## config.mk

```make
export PLATFORM = sky130hd
export DESIGN_NAME = nand_window_bridge
export DESIGN_NICKNAME = d
export VERILOG_FILES = /design/src/rtl/nwb_pkg.sv /design/src/rtl/nwb_regs.sv /design/src/rtl/nwb_seq.sv /design/src/rtl/nwb_pins.sv /design/src/rtl/nand_window_bridge.sv
export SDC_FILE = /design/constraint.sdc
export NUM_CORES = 1
export LEC_CHECK = 0
export BUFFER_PORTS_ARGS = -buffer_cell sky130_fd_sc_hd__buf_2
export CAP_MARGIN = 20
export CORE_MARGIN = 3
export CORE_UTILIZATION = 40
export CTS_CLUSTER_SIZE = 30
export DETAILED_ROUTE_END_ITERATION = 10
export GPL_ROUTABILITY_DRIVEN = 0
export PLACE_DENSITY = 0.7
export SLEW_MARGIN = 15
export SYNTH_ARGS = -nofsm -noshare
export SYNTH_HDL_FRONTEND = slang
export SYNTH_SLANG_ARGS = --single-unit
```

## constraint.sdc

```tcl
create_clock -name clk -period 4.6 [get_ports clk]
set_input_delay 1.15 -clock clk [delete_from_list [all_inputs] [get_ports clk]]
set_output_delay 1.15 -clock clk [all_outputs]
set_load 0.005 [all_outputs]
```

## src/rtl/nwb_pkg.sv

```systemverilog
package nwb_pkg;

  typedef enum logic [2:0] {
    PH_IDLE   = 3'd0,
    PH_SETUP  = 3'd1,
    PH_STROBE = 3'd2,
    PH_HOLD   = 3'd3,
    PH_RECOV  = 3'd4,
    PH_DONE   = 3'd5
  } phase_e;

  typedef struct packed {
    logic ce;        // word bit 20
    logic cs_route;  // word bit 10
    logic rb_route;  // word bit 8
    logic pol_pre;   // word bit 7
    logic pol_wp;    // word bit 6
    logic pol_se;    // word bit 5
    logic pol_cs;    // word bit 4
    logic csmux;     // word bit 1
    logic nand_en;   // word bit 0
  } ctrl_t;

  localparam logic [7:0] OFS_CTRL = 8'hB0;
  localparam logic [7:0] OFS_STAT = 8'hB4;

  localparam int LINE_ALE = 2;
  localparam int LINE_CLE = 3;
  localparam int LINE_CS  = 4;
  localparam int LINE_SE  = 5;
  localparam int LINE_WP  = 6;

endpackage

```

## src/rtl/nwb_regs.sv

```systemverilog
module nwb_regs
  import nwb_pkg::*;
(
  input  logic        clk,
  input  logic        rst_n,
  input  logic        wr_en,
  input  logic [31:0] wdata,
  output ctrl_t       ctrl,
  output logic [31:0] ctrl_word
);

  ctrl_t ctrl_q, ctrl_d;

  always_comb begin
    ctrl_d = ctrl_q;
    if (wr_en) begin
      ctrl_d.ce       = wdata[20];
      ctrl_d.cs_route = wdata[10];
      ctrl_d.rb_route = wdata[8];
      ctrl_d.pol_pre  = wdata[7];
      ctrl_d.pol_wp   = wdata[6];
      ctrl_d.pol_se   = wdata[5];
      ctrl_d.pol_cs   = wdata[4];
      ctrl_d.csmux    = wdata[1];
      ctrl_d.nand_en  = wdata[0];
    end
  end

  always_ff @(posedge clk or negedge rst_n) begin
    if (!rst_n) ctrl_q <= '0;
    else        ctrl_q <= ctrl_d;
  end

  assign ctrl = ctrl_q;
  assign ctrl_word = {11'b0, ctrl_q.ce, 9'b0, ctrl_q.cs_route, 1'b0,
                      ctrl_q.rb_route, ctrl_q.pol_pre, ctrl_q.pol_wp,
                      ctrl_q.pol_se, ctrl_q.pol_cs, 2'b0, ctrl_q.csmux,
                      ctrl_q.nand_en};

endmodule

```

## src/rtl/nwb_seq.sv

```systemverilog
module nwb_seq
  import nwb_pkg::*;
#(
  parameter int SETUP_LEN = 4,
  parameter int RD_LEN    = 8,
  parameter int WR_LEN    = 8,
  parameter int HOLD_LEN  = 4,
  parameter int RECOV_LEN = 4
) (
  input  logic   clk,
  input  logic   rst_n,
  input  logic   start_win,
  input  logic   start_reg,
  input  logic   is_wr_in,
  output phase_e phase,
  output logic   op_wr,
  output logic   last_wait,
  output logic   cmplt
);

  localparam int M1      = (SETUP_LEN > RD_LEN) ? SETUP_LEN : RD_LEN;
  localparam int M2      = (WR_LEN > HOLD_LEN) ? WR_LEN : HOLD_LEN;
  localparam int M3      = (M1 > M2) ? M1 : M2;
  localparam int MAX_LEN = (M3 > RECOV_LEN) ? M3 : RECOV_LEN;
  localparam int CW      = $clog2(MAX_LEN + 1) + 1;

  localparam logic [CW-1:0] SETUP_LAST = CW'(SETUP_LEN - 1);
  localparam logic [CW-1:0] RD_LAST    = CW'(RD_LEN - 1);
  localparam logic [CW-1:0] WR_LAST    = CW'(WR_LEN - 1);
  localparam logic [CW-1:0] HOLD_LAST  = CW'(HOLD_LEN - 1);
  localparam logic [CW-1:0] RECOV_LAST = CW'(RECOV_LEN - 1);

  phase_e        state_q, state_d;
  logic [CW-1:0] cnt_q, cnt_d;
  logic          opwr_q, opwr_d;
  logic          cmplt_q, cmplt_d;
  logic [CW-1:0] wait_last;

  always_comb begin
    state_d   = state_q;
    cnt_d     = cnt_q;
    opwr_d    = opwr_q;
    cmplt_d   = cmplt_q;
    wait_last = opwr_q ? WR_LAST : RD_LAST;
    unique case (state_q)
      PH_IDLE: begin
        if (start_win) begin
          opwr_d  = is_wr_in;
          cmplt_d = 1'b0;
          if (SETUP_LEN > 0) begin
            state_d = PH_SETUP;
            cnt_d   = SETUP_LAST;
          end else begin
            state_d = PH_STROBE;
            cnt_d   = is_wr_in ? WR_LAST : RD_LAST;
          end
        end else if (start_reg) begin
          state_d = PH_DONE;
        end
      end
      PH_SETUP: begin
        if (cnt_q == '0) begin
          state_d = PH_STROBE;
          cnt_d   = wait_last;
        end else cnt_d = cnt_q - 1'b1;
      end
      PH_STROBE: begin
        if (cnt_q == '0) begin
          state_d = PH_HOLD;
          cnt_d   = HOLD_LAST;
        end else cnt_d = cnt_q - 1'b1;
      end
      PH_HOLD: begin
        if (cnt_q == '0) begin
          state_d = PH_RECOV;
          cnt_d   = RECOV_LAST;
        end else cnt_d = cnt_q - 1'b1;
      end
      PH_RECOV: begin
        if (cnt_q == '0) begin
          state_d = PH_DONE;
          cmplt_d = 1'b1;
        end else cnt_d = cnt_q - 1'b1;
      end
      default: state_d = PH_IDLE;
    endcase
  end

  always_ff @(posedge clk or negedge rst_n) begin
    if (!rst_n) begin
      state_q <= PH_IDLE;
      cnt_q   <= '0;
      opwr_q  <= 1'b0;
      cmplt_q <= 1'b0;
    end else begin
      state_q <= state_d;
      cnt_q   <= cnt_d;
      opwr_q  <= opwr_d;
      cmplt_q <= cmplt_d;
    end
  end

  assign phase     = state_q;
  assign op_wr     = opwr_q;
  assign last_wait = (state_q == PH_STROBE) && (cnt_q == '0);
  assign cmplt     = cmplt_q;

endmodule

```

## src/rtl/nwb_pins.sv

```systemverilog
module nwb_pins
  import nwb_pkg::*;
#(
  parameter int DQ_W   = 8,
  parameter int N_SETS = 2
) (
  input  phase_e            phase,
  input  logic              op_wr,
  input  logic [6:2]        lines,
  input  logic [DQ_W-1:0]   wbyte,
  input  ctrl_t             ctrl,
  output logic              nand_ale,
  output logic              nand_cle,
  output logic [N_SETS-1:0] nand_cs,
  output logic              nand_spare,
  output logic              nand_wp,
  output logic              nand_pre,
  output logic              nand_we_n,
  output logic              nand_re_n,
  output logic [DQ_W-1:0]   nand_dq_out,
  output logic              nand_dq_oe
);

  logic active, strobe, cs_on;

  always_comb begin
    active = (phase == PH_SETUP) || (phase == PH_STROBE) || (phase == PH_HOLD);
    strobe = (phase == PH_STROBE);
    cs_on  = lines[LINE_CS] && (active || (ctrl.csmux && phase == PH_RECOV));
  end

  genvar gi;
  generate
    for (gi = 0; gi < N_SETS; gi++) begin : g_cs
      assign nand_cs[gi] = (cs_on && (int'(ctrl.cs_route) == gi)) ^ ctrl.pol_cs;
    end
  endgenerate

  assign nand_ale    = active && lines[LINE_ALE];
  assign nand_cle    = active && lines[LINE_CLE];
  assign nand_spare  = (active && lines[LINE_SE]) ^ ctrl.pol_se;
  assign nand_wp     = (active && lines[LINE_WP]) ^ ctrl.pol_wp;
  assign nand_pre    = (phase == PH_SETUP) ^ ctrl.pol_pre;
  assign nand_we_n   = !(strobe && op_wr);
  assign nand_re_n   = !(strobe && !op_wr);
  assign nand_dq_oe  = active && op_wr;
  assign nand_dq_out = nand_dq_oe ? wbyte : '0;

endmodule

```

## src/rtl/nand_window_bridge.sv

```systemverilog
module nand_window_bridge
  import nwb_pkg::*;
#(
  parameter int RD_WAIT   = 2,
  parameter int WR_WAIT   = 2,
  parameter int HOLD_CYC  = 1,
  parameter int RECOV_CYC = 1,
  parameter int SETUP_EN  = 1,
  parameter int CMULT     = 4
) (
  input  logic        clk,
  input  logic        rst_n,
  input  logic        host_req,
  input  logic        host_we,
  input  logic [7:0]  host_addr,
  input  logic [31:0] host_wdata,
  output logic [31:0] host_rdata,
  output logic        host_ready,
  input  logic [7:0]  nand_dq_in,
  input  logic [1:0]  nand_rb,
  output logic        nand_ale,
  output logic        nand_cle,
  output logic [1:0]  nand_cs,
  output logic        nand_spare,
  output logic        nand_wp,
  output logic        nand_pre,
  output logic        nand_we_n,
  output logic        nand_re_n,
  output logic [7:0]  nand_dq_out,
  output logic        nand_dq_oe
);

  localparam int SETUP_LEN = (SETUP_EN != 0) ? CMULT : 0;
  localparam int RD_LEN    = RD_WAIT * CMULT;
  localparam int WR_LEN    = WR_WAIT * CMULT;
  localparam int HOLD_LEN  = HOLD_CYC * CMULT;
  localparam int RECOV_LEN = RECOV_CYC * CMULT;

  ctrl_t       ctrl;
  logic [31:0] ctrl_word, status_word;
  phase_e      phase;
  logic        op_wr, last_wait, cmplt;
  logic        accept, is_win, win_go, reg_go, ctrl_wr, rb_sel;
  logic [6:2]  lines_q, lines_d;
  logic [7:0]  wbyte_q, wbyte_d;
  logic [31:0] rdata_q, rdata_d;

  always_comb begin
    accept  = host_req && (phase == PH_IDLE);
    is_win  = !host_addr[7];
    win_go  = accept && is_win && ctrl.nand_en && ctrl.ce;
    reg_go  = accept && !win_go;
    ctrl_wr = accept && !is_win && host_we && (host_addr == OFS_CTRL);
    rb_sel  = ctrl.rb_route ? nand_rb[1] : nand_rb[0];
    status_word = {28'b0, cmplt, 2'b0, rb_sel};
  end

  nwb_regs u_regs (
    .clk(clk), .rst_n(rst_n), .wr_en(ctrl_wr), .wdata(host_wdata),
    .ctrl(ctrl), .ctrl_word(ctrl_word)
  );

  nwb_seq #(
    .SETUP_LEN(SETUP_LEN), .RD_LEN(RD_LEN), .WR_LEN(WR_LEN),
    .HOLD_LEN(HOLD_LEN), .RECOV_LEN(RECOV_LEN)
  ) u_seq (
    .clk(clk), .rst_n(rst_n), .start_win(win_go), .start_reg(reg_go),
    .is_wr_in(host_we), .phase(phase), .op_wr(op_wr),
    .last_wait(last_wait), .cmplt(cmplt)
  );

  // captured access state: next-state logic with explicit enables
  always_comb begin
    lines_d = lines_q;
    wbyte_d = wbyte_q;
    rdata_d = rdata_q;
    if (win_go) begin
      lines_d = host_addr[6:2];
      wbyte_d = host_wdata[7:0];
    end
    if (accept) begin
      rdata_d = '0;
      if (!is_win && !host_we) begin
        unique case (host_addr)
          OFS_CTRL: rdata_d = ctrl_word;
          OFS_STAT: rdata_d = status_word;
          default:  rdata_d = '0;
        endcase
      end
    end else if (last_wait && !op_wr) begin
      rdata_d = {24'b0, nand_dq_in};
    end
  end

  always_ff @(posedge clk or negedge rst_n) begin
    if (!rst_n) begin
      lines_q <= '0;
      wbyte_q <= '0;
      rdata_q <= '0;
    end else begin
      lines_q <= lines_d;
      wbyte_q <= wbyte_d;
      rdata_q <= rdata_d;
    end
  end

  nwb_pins #(.DQ_W(8), .N_SETS(2)) u_pins (
    .phase(phase), .op_wr(op_wr), .lines(lines_q), .wbyte(wbyte_q),
    .ctrl(ctrl), .nand_ale(nand_ale), .nand_cle(nand_cle),
    .nand_cs(nand_cs), .nand_spare(nand_spare), .nand_wp(nand_wp),
    .nand_pre(nand_pre), .nand_we_n(nand_we_n), .nand_re_n(nand_re_n),
    .nand_dq_out(nand_dq_out), .nand_dq_oe(nand_dq_oe)
  );

  assign host_ready = (phase == PH_DONE);
  assign host_rdata = rdata_q;

endmodule

```

After elaboration in Yosys (flattened, before gate mapping)
Cells that the tools add are included.
{"block": "totals", "out_inout_bits": 51, "in_bits": 54, "wordCells": 99, "reg_bits": 64}
{"block": "op_classes", "reduce_logical": 41, "eq_ne": 14, "bitwise": 6, "add_sub_neg": 1, "n_mux": 21}
{"cell": "$mux W32", "count": 2}
{"cell": "$pmux W21 S2", "count": 1}
{"cell": "$logic_and A1 B1 Y1", "count": 22}
{"cell": "$mux W21", "count": 1}
{"cell": "$mux W5", "count": 4}
{"cell": "$pmux W5 S4", "count": 1}
{"cell": "$mux W3", "count": 6}
{"cell": "$eq A8 B8 Y1 const B", "count": 2}
{"cell": "$pmux W3 S5", "count": 1}
{"cell": "$ne A2 B2 Y1 const B", "count": 5}
{"cell": "$mux W8", "count": 1}
{"cell": "$eq A3 B2 Y1 const B", "count": 2}
{"cell": "$eq A3 B3 Y1 const B", "count": 2}
{"cell": "$logic_not A1 Y1", "count": 6}
{"cell": "$reduce_and A3 Y1", "count": 2}
{"cell": "$logic_not A5 Y1", "count": 1}
{"cell": "$reduce_and A5 Y1", "count": 1}
{"cell": "$sub A5 B1 Y5 const B", "count": 1}
{"cell": "$xor A1 B1 Y1", "count": 5}
{"cell": "$reduce_bool A2 Y1", "count": 2}
{"cell": "$reduce_bool A4 Y1", "count": 1}
{"cell": "$eq A3 B1 Y1 const B", "count": 1}
{"cell": "$logic_not A3 Y1", "count": 1}
{"cell": "$logic_or A1 B1 Y1", "count": 3}
{"cell": "7 further kinds", "count": 9}

Depth between registers and ports, before layout
{"block": "depth", "word_depth": 10, "depth_mapped": 7, "mapped_depth_nobuf": 6}

Cells and area by module
From an unflattened synthesis, not the netlist that was laid out.
{"block": "hier_totals", "hier_cells": 286, "area_unflattened_um2": 3350.7}
{"module": "nand_window_bridge", "cells_per_inst": 134, "seq_area_each_um2": 1126.1, "instances": 1, "area_each_um2": 1850.5}
{"module": "nwb_seq", "cells_per_inst": 73, "seq_area_each_um2": 250.2, "instances": 1, "area_each_um2": 656.9}
{"module": "nwb_regs", "cells_per_inst": 52, "seq_area_each_um2": 225.2, "instances": 1, "area_each_um2": 615.6}
{"module": "nwb_pins", "cells_per_inst": 27, "seq_area_each_um2": 0.0, "instances": 1, "area_each_um2": 227.7}

Least setup slack after synthesis
OpenSTA, ideal clock, no wires.
{"block": "synth_timing", "kind": "input port to flip-flop", "from": "in host_req", "to": "reg lines_q[2] in the netlist's numbering", "path_buffers": 1, "slack_ns": 1.983, "required_time_ns": 4.475, "setup_ns": 0.125, "cell_stages": 4, "t_arrival_ns": 2.492, "path_cell_list": "or4b_4 -> nor2_1 -> buf_4 -> mux2_2"}
{"block": "synth_between", "elab_chain_len": 4}
{"item": "from (decl)", "line": "nand_window_bridge.sv:13", "rtl": "input logic host_req,"}
{"item": "$logic_and A1 B1 Y1", "line": "nand_window_bridge.sv:49", "rtl": "accept = host_req && (phase == PH_IDLE);"}
{"item": "$logic_and A1 B1 Y1 (3 in series)", "line": "nand_window_bridge.sv:51", "rtl": "win_go = accept && is_win && ctrl.nand_en && ctrl.ce;"}
{"item": "to (signal assigned)", "line": "nand_window_bridge.sv:101", "rtl": "lines_q <= lines_d;"}
{"item": "to (decl)", "line": "nand_window_bridge.sv:44", "rtl": "logic [6:2] lines_q, lines_d;"}
No other way between the ends.
A chain may end at the register's enable or synchronous reset.

Final worst setup path
{"block": "layout_timing", "from": "reg u_seq.state_q[2], in the netlist u_seq.phase[2]", "to": "out nand_cs[0]"}
{"block": "layout_between", "elab_chain_len": 7, "word_cells_on_any_way": 11, "cone_classes": "4 x eq/ne; 1 x bitwise; 6 x reduce/logical"}
{"item": "from (decl)", "line": "nwb_seq.sv:33", "rtl": "phase_e state_q, state_d;"}
{"item": "from (signal assigned)", "line": "nwb_seq.sv:96", "rtl": "state_q <= state_d;"}
{"item": "$eq A3 B1 Y1 or $eq A3 B2 Y1 (tied branches)", "line": "nwb_pins.sv:27", "rtl": "active = (phase == PH_SETUP) || (phase == PH_STROBE) || (phase == PH_HOLD);"}
{"item": "$logic_or A1 B1 Y1 (2 in series)", "line": "nwb_pins.sv:27"}
{"item": "$logic_or A1 B1 Y1 *", "line": "nwb_pins.sv:29", "rtl": "cs_on = lines[LINE_CS] && (active || (ctrl.csmux && phase == PH_RECOV));"}
{"item": "$logic_and A1 B1 Y1 *", "line": "nwb_pins.sv:29"}
{"item": "$logic_and A1 B1 Y1 *", "line": "nwb_pins.sv:35", "rtl": "assign nand_cs[gi] = (cs_on && (int'(ctrl.cs_route) == gi)) ^ ctrl.pol_cs;"}
{"item": "$xor A1 B1 Y1 *", "line": "nwb_pins.sv:35"}
{"item": "to (decl)", "line": "nand_window_bridge.sv:23", "rtl": "output logic [1:0] nand_cs,"}
Mark *: on every way between the ends. The rest lies on a longest branch, timed or not.

==> impl_metrics.ini <==
[yosys]
synth_mux_area_share_pct = 12.5
yosysWarnings = 0
yosys.area_share.simple_pct = 15.9
synth_edf_count = 0
ys_top_cells_by_area = dfrtp_1 (46%), mux2_2 (12%), buf_4 (7.1%), o21ai_0 (3.5%), nand2_1 (2.4%)
synth.avg_cell_area_um2 = 10.6
synthXorXnorAreaFrac_pct = 2.64
synthCells = 218
seq_area_frac_synth_pct = 46.4
synthArstFlopShare_pct = 100
syn_area_um2 = 2320
synth_ff_type = dfrtp_1
synth_cell_types = 44
synth_area_leader_cell = dfrtp_1
synth_top_family_by_area = simple AND/OR/NAND/NOR gates
synth_compound_gate_area_share_pct = 12.6
yosysMostFrequentCell = dfrtp_1
synth_commonest_cells = dfrtp_1 (43), mux2_2 (24), buf_4 (22)
synth_fa_ha_area_share_pct = 0.540
synth_seq_cells = 43
synth_top_area_share_pct = 46.4

[final_layout]
syn_to_final_growth_pct = 16.7
fin_area_um2 = 2710
nNetsFinal = 333
drive_above_1_share_pct = 36.6
fin_util_pct = 48.6
finalNonFillerCells = 351
fillCellCount = 549
n_antenna_cell = 0

[sta]
fin_tns_setup_ns = 0
fin_crit_ns = 3.07
skew_ns = 0.00445
fin_crit_sh_pct = 66.8
slew_headroom_pct = 35.4
fmax_mhz = 325
rsz0062_at_grt = no
fin_ws_ns = 1.53
setup_viol = 0
drv_slew = 0
hold_viol = 0
worst_pin_slew_ns = 0.969

[clock_tree]
h-tree-depth = 2
clk_latency_ns = 0.29
clockRootBuffer = clkbuf_8
cts_setup_buffers = 0
clk_path_buf_depth = 2
path_clk_slew_ns = 0.08
numCtsBuffers = 5
cts_tree = yes
cts_resized = 0
ctsHoldBuffers = 0
cts_sinks = 43

[die]
core_area_um2 = 5570
dieWidth_um = 82.1
row_count = 27
fp.dieH_um = 82.1
pin_count = 105
start_util_pct = 41.6
die_area_um2 = 6750

[placed_design]
pre_cts_slack_ns = 1.57
port_buffers = 62
hpwl_mm = 4.01
post_dp_cell_area_um2 = 2610
place_inst = 343

[worst_setup_path]
slowest_delay_ns = 0.54
worstPathCellList = o21ba_2 > a21o_1 > nand3b_1 > xnor2_1 > buf_2
setup.worst_path.start_class = register
cp-end-kind = output pin
ff2ff_path_depth = 6
cp_max_fo = 16
cp_slowest_cell = dfrtp_1
crit_arrival_ns = 1.92
crit_type = register to output pin
crit_required_ns = 3.45

[outcome]
status = completed

[route]
drc = 0
firstDrtPassIters = 4
drt-initial-drc-count = 110
vias_per_cell = 5.22
vias = 1832
wl_per_cell_um = 15.5
wirelength_mm = 5.42
postRouteAntennaNets = 0

[pwr]
worst_ir_drop_vdd_mv = 0.181
p_per_area_nw_per_um2 = 444
p_leak_uw = 0.00141

[job]
maxCapViolations = 0

[global_routing]
grt_max_degree = 44
antenna_found_initial = 0
grt_pass1_vias = 1811
grt_pass1_wl_mm = 8.93
grt.total_usage_pct = 17.7
overflow = 0

[min_path]
hold_path_depth = 1
holdCritPathClass = register to register
per-stage QoR:
stage / hold WS, ns / total power [uW]
global placement: 0.481 / 932
detailed placement: 0.489 / 947
CTS: 0.509 / 1210
global route: 0.524 / 1290
floorplan: 0.471 / 819
finish: 0.503 / 1200
worst max-delay path: cells and delay by family (launching register included):
kind,cells,cell delay [ns]
xor gates and xnor gates,1,0.16
and+or+nand+nor,1,0.10
AOI/OAI and AO/OA,2,0.68
buffers and inverters,1,0.14
DFF,1,0.54
path summary, 6_finish.rpt:
path / to / slack, ns / startpoint
setup / recovery: nand_cs[0] / 1.53 / u_seq.phase[2]
hold / removal: wbyte_q[1] / 0.50 / wbyte_q[1]
setup reg to reg: host_rdata[20] / 2.05 / u_seq.cnt_q[0]
hold reg to reg: wbyte_q[1] / 0.50 / wbyte_q[1]
max in group asynchronous: host_rdata[20] / 2.99 / rst_n
min in group asynchronous: wbyte_q[2] / 1.01 / rst_n
flip-flops by register name, indices dropped and copies added, names as in the netlist:
signal       count
host_rdata      11
lines_q          5
u_regs.ctrl      9
u_seq.cmplt      1
u_seq.cnt_q      5
u_seq.op_wr      1
u_seq.phase      3
wbyte_q          8
area by class of cell:
| class | instances | area [um^2] | area share (%) |
|---|---|---|---|
| Multi-Input combinational cell | 160 | 1100 | 40.8 |
| Sequential cell | 43 | 1080 | 39.8 |
| Timing Repair Buffer | 63 | 318 | 11.7 |
| Clock buffer | 8 | 100 | 3.70 |
| Tap cell | 72 | 90.1 | 3.33 |
| Inverter | 5 | 18.8 | 0.693 |
where the power goes:
part	internal, uW	leakage, uW	switching, uW	total (uW)
logic	195	0.000785	226	421
registers	441	0.000570	77.4	519
clock network	137	0.0000515	126	263
routing by layer:
| layer | global-route usage (%) | up-vias | wire, um |
|---|---|---|---|
| li1 | - | 856 | - |
| met2 | 29.6 | 65 | 2650 |
| met1 | 22.2 | 902 | 2320 |
| met4 | 5.48 | 0 | 75 |
| met3 | 4.88 | 9 | 380 |
| met5 | 0 | - | 0 |
cell families after synthesis:
logic type / after synthesis
AO/OA/AOI/OAI: 43
XOR/XNOR: 7
adder cells (fa/ha/maj): 1
buffers and inverters: 35
flip-flops: 43
multiplexers: 26
other: 1
AND/OR/NAND/NOR: 62
cells in the final DEF, fill, tap and decap left out, types with 5 or more instances in the layout:
cell / Yosys / routed
buf_2: 0 / 62
dfrtp_1: 43 / 43
mux2_2: 24 / 24
conb_1: 1 / 21
o21ai_0: 16 / 16
nand2_1: 15 / 15
and3_1: 8 / 8
nor2_1: 8 / 8
clkbuf_8: 0 / 7
a2bb2oi_1: 6 / 6
inv_1: 5 / 5
nand3_1: 5 / 5
Note: power is estimated with default switching activity, not from simulation.
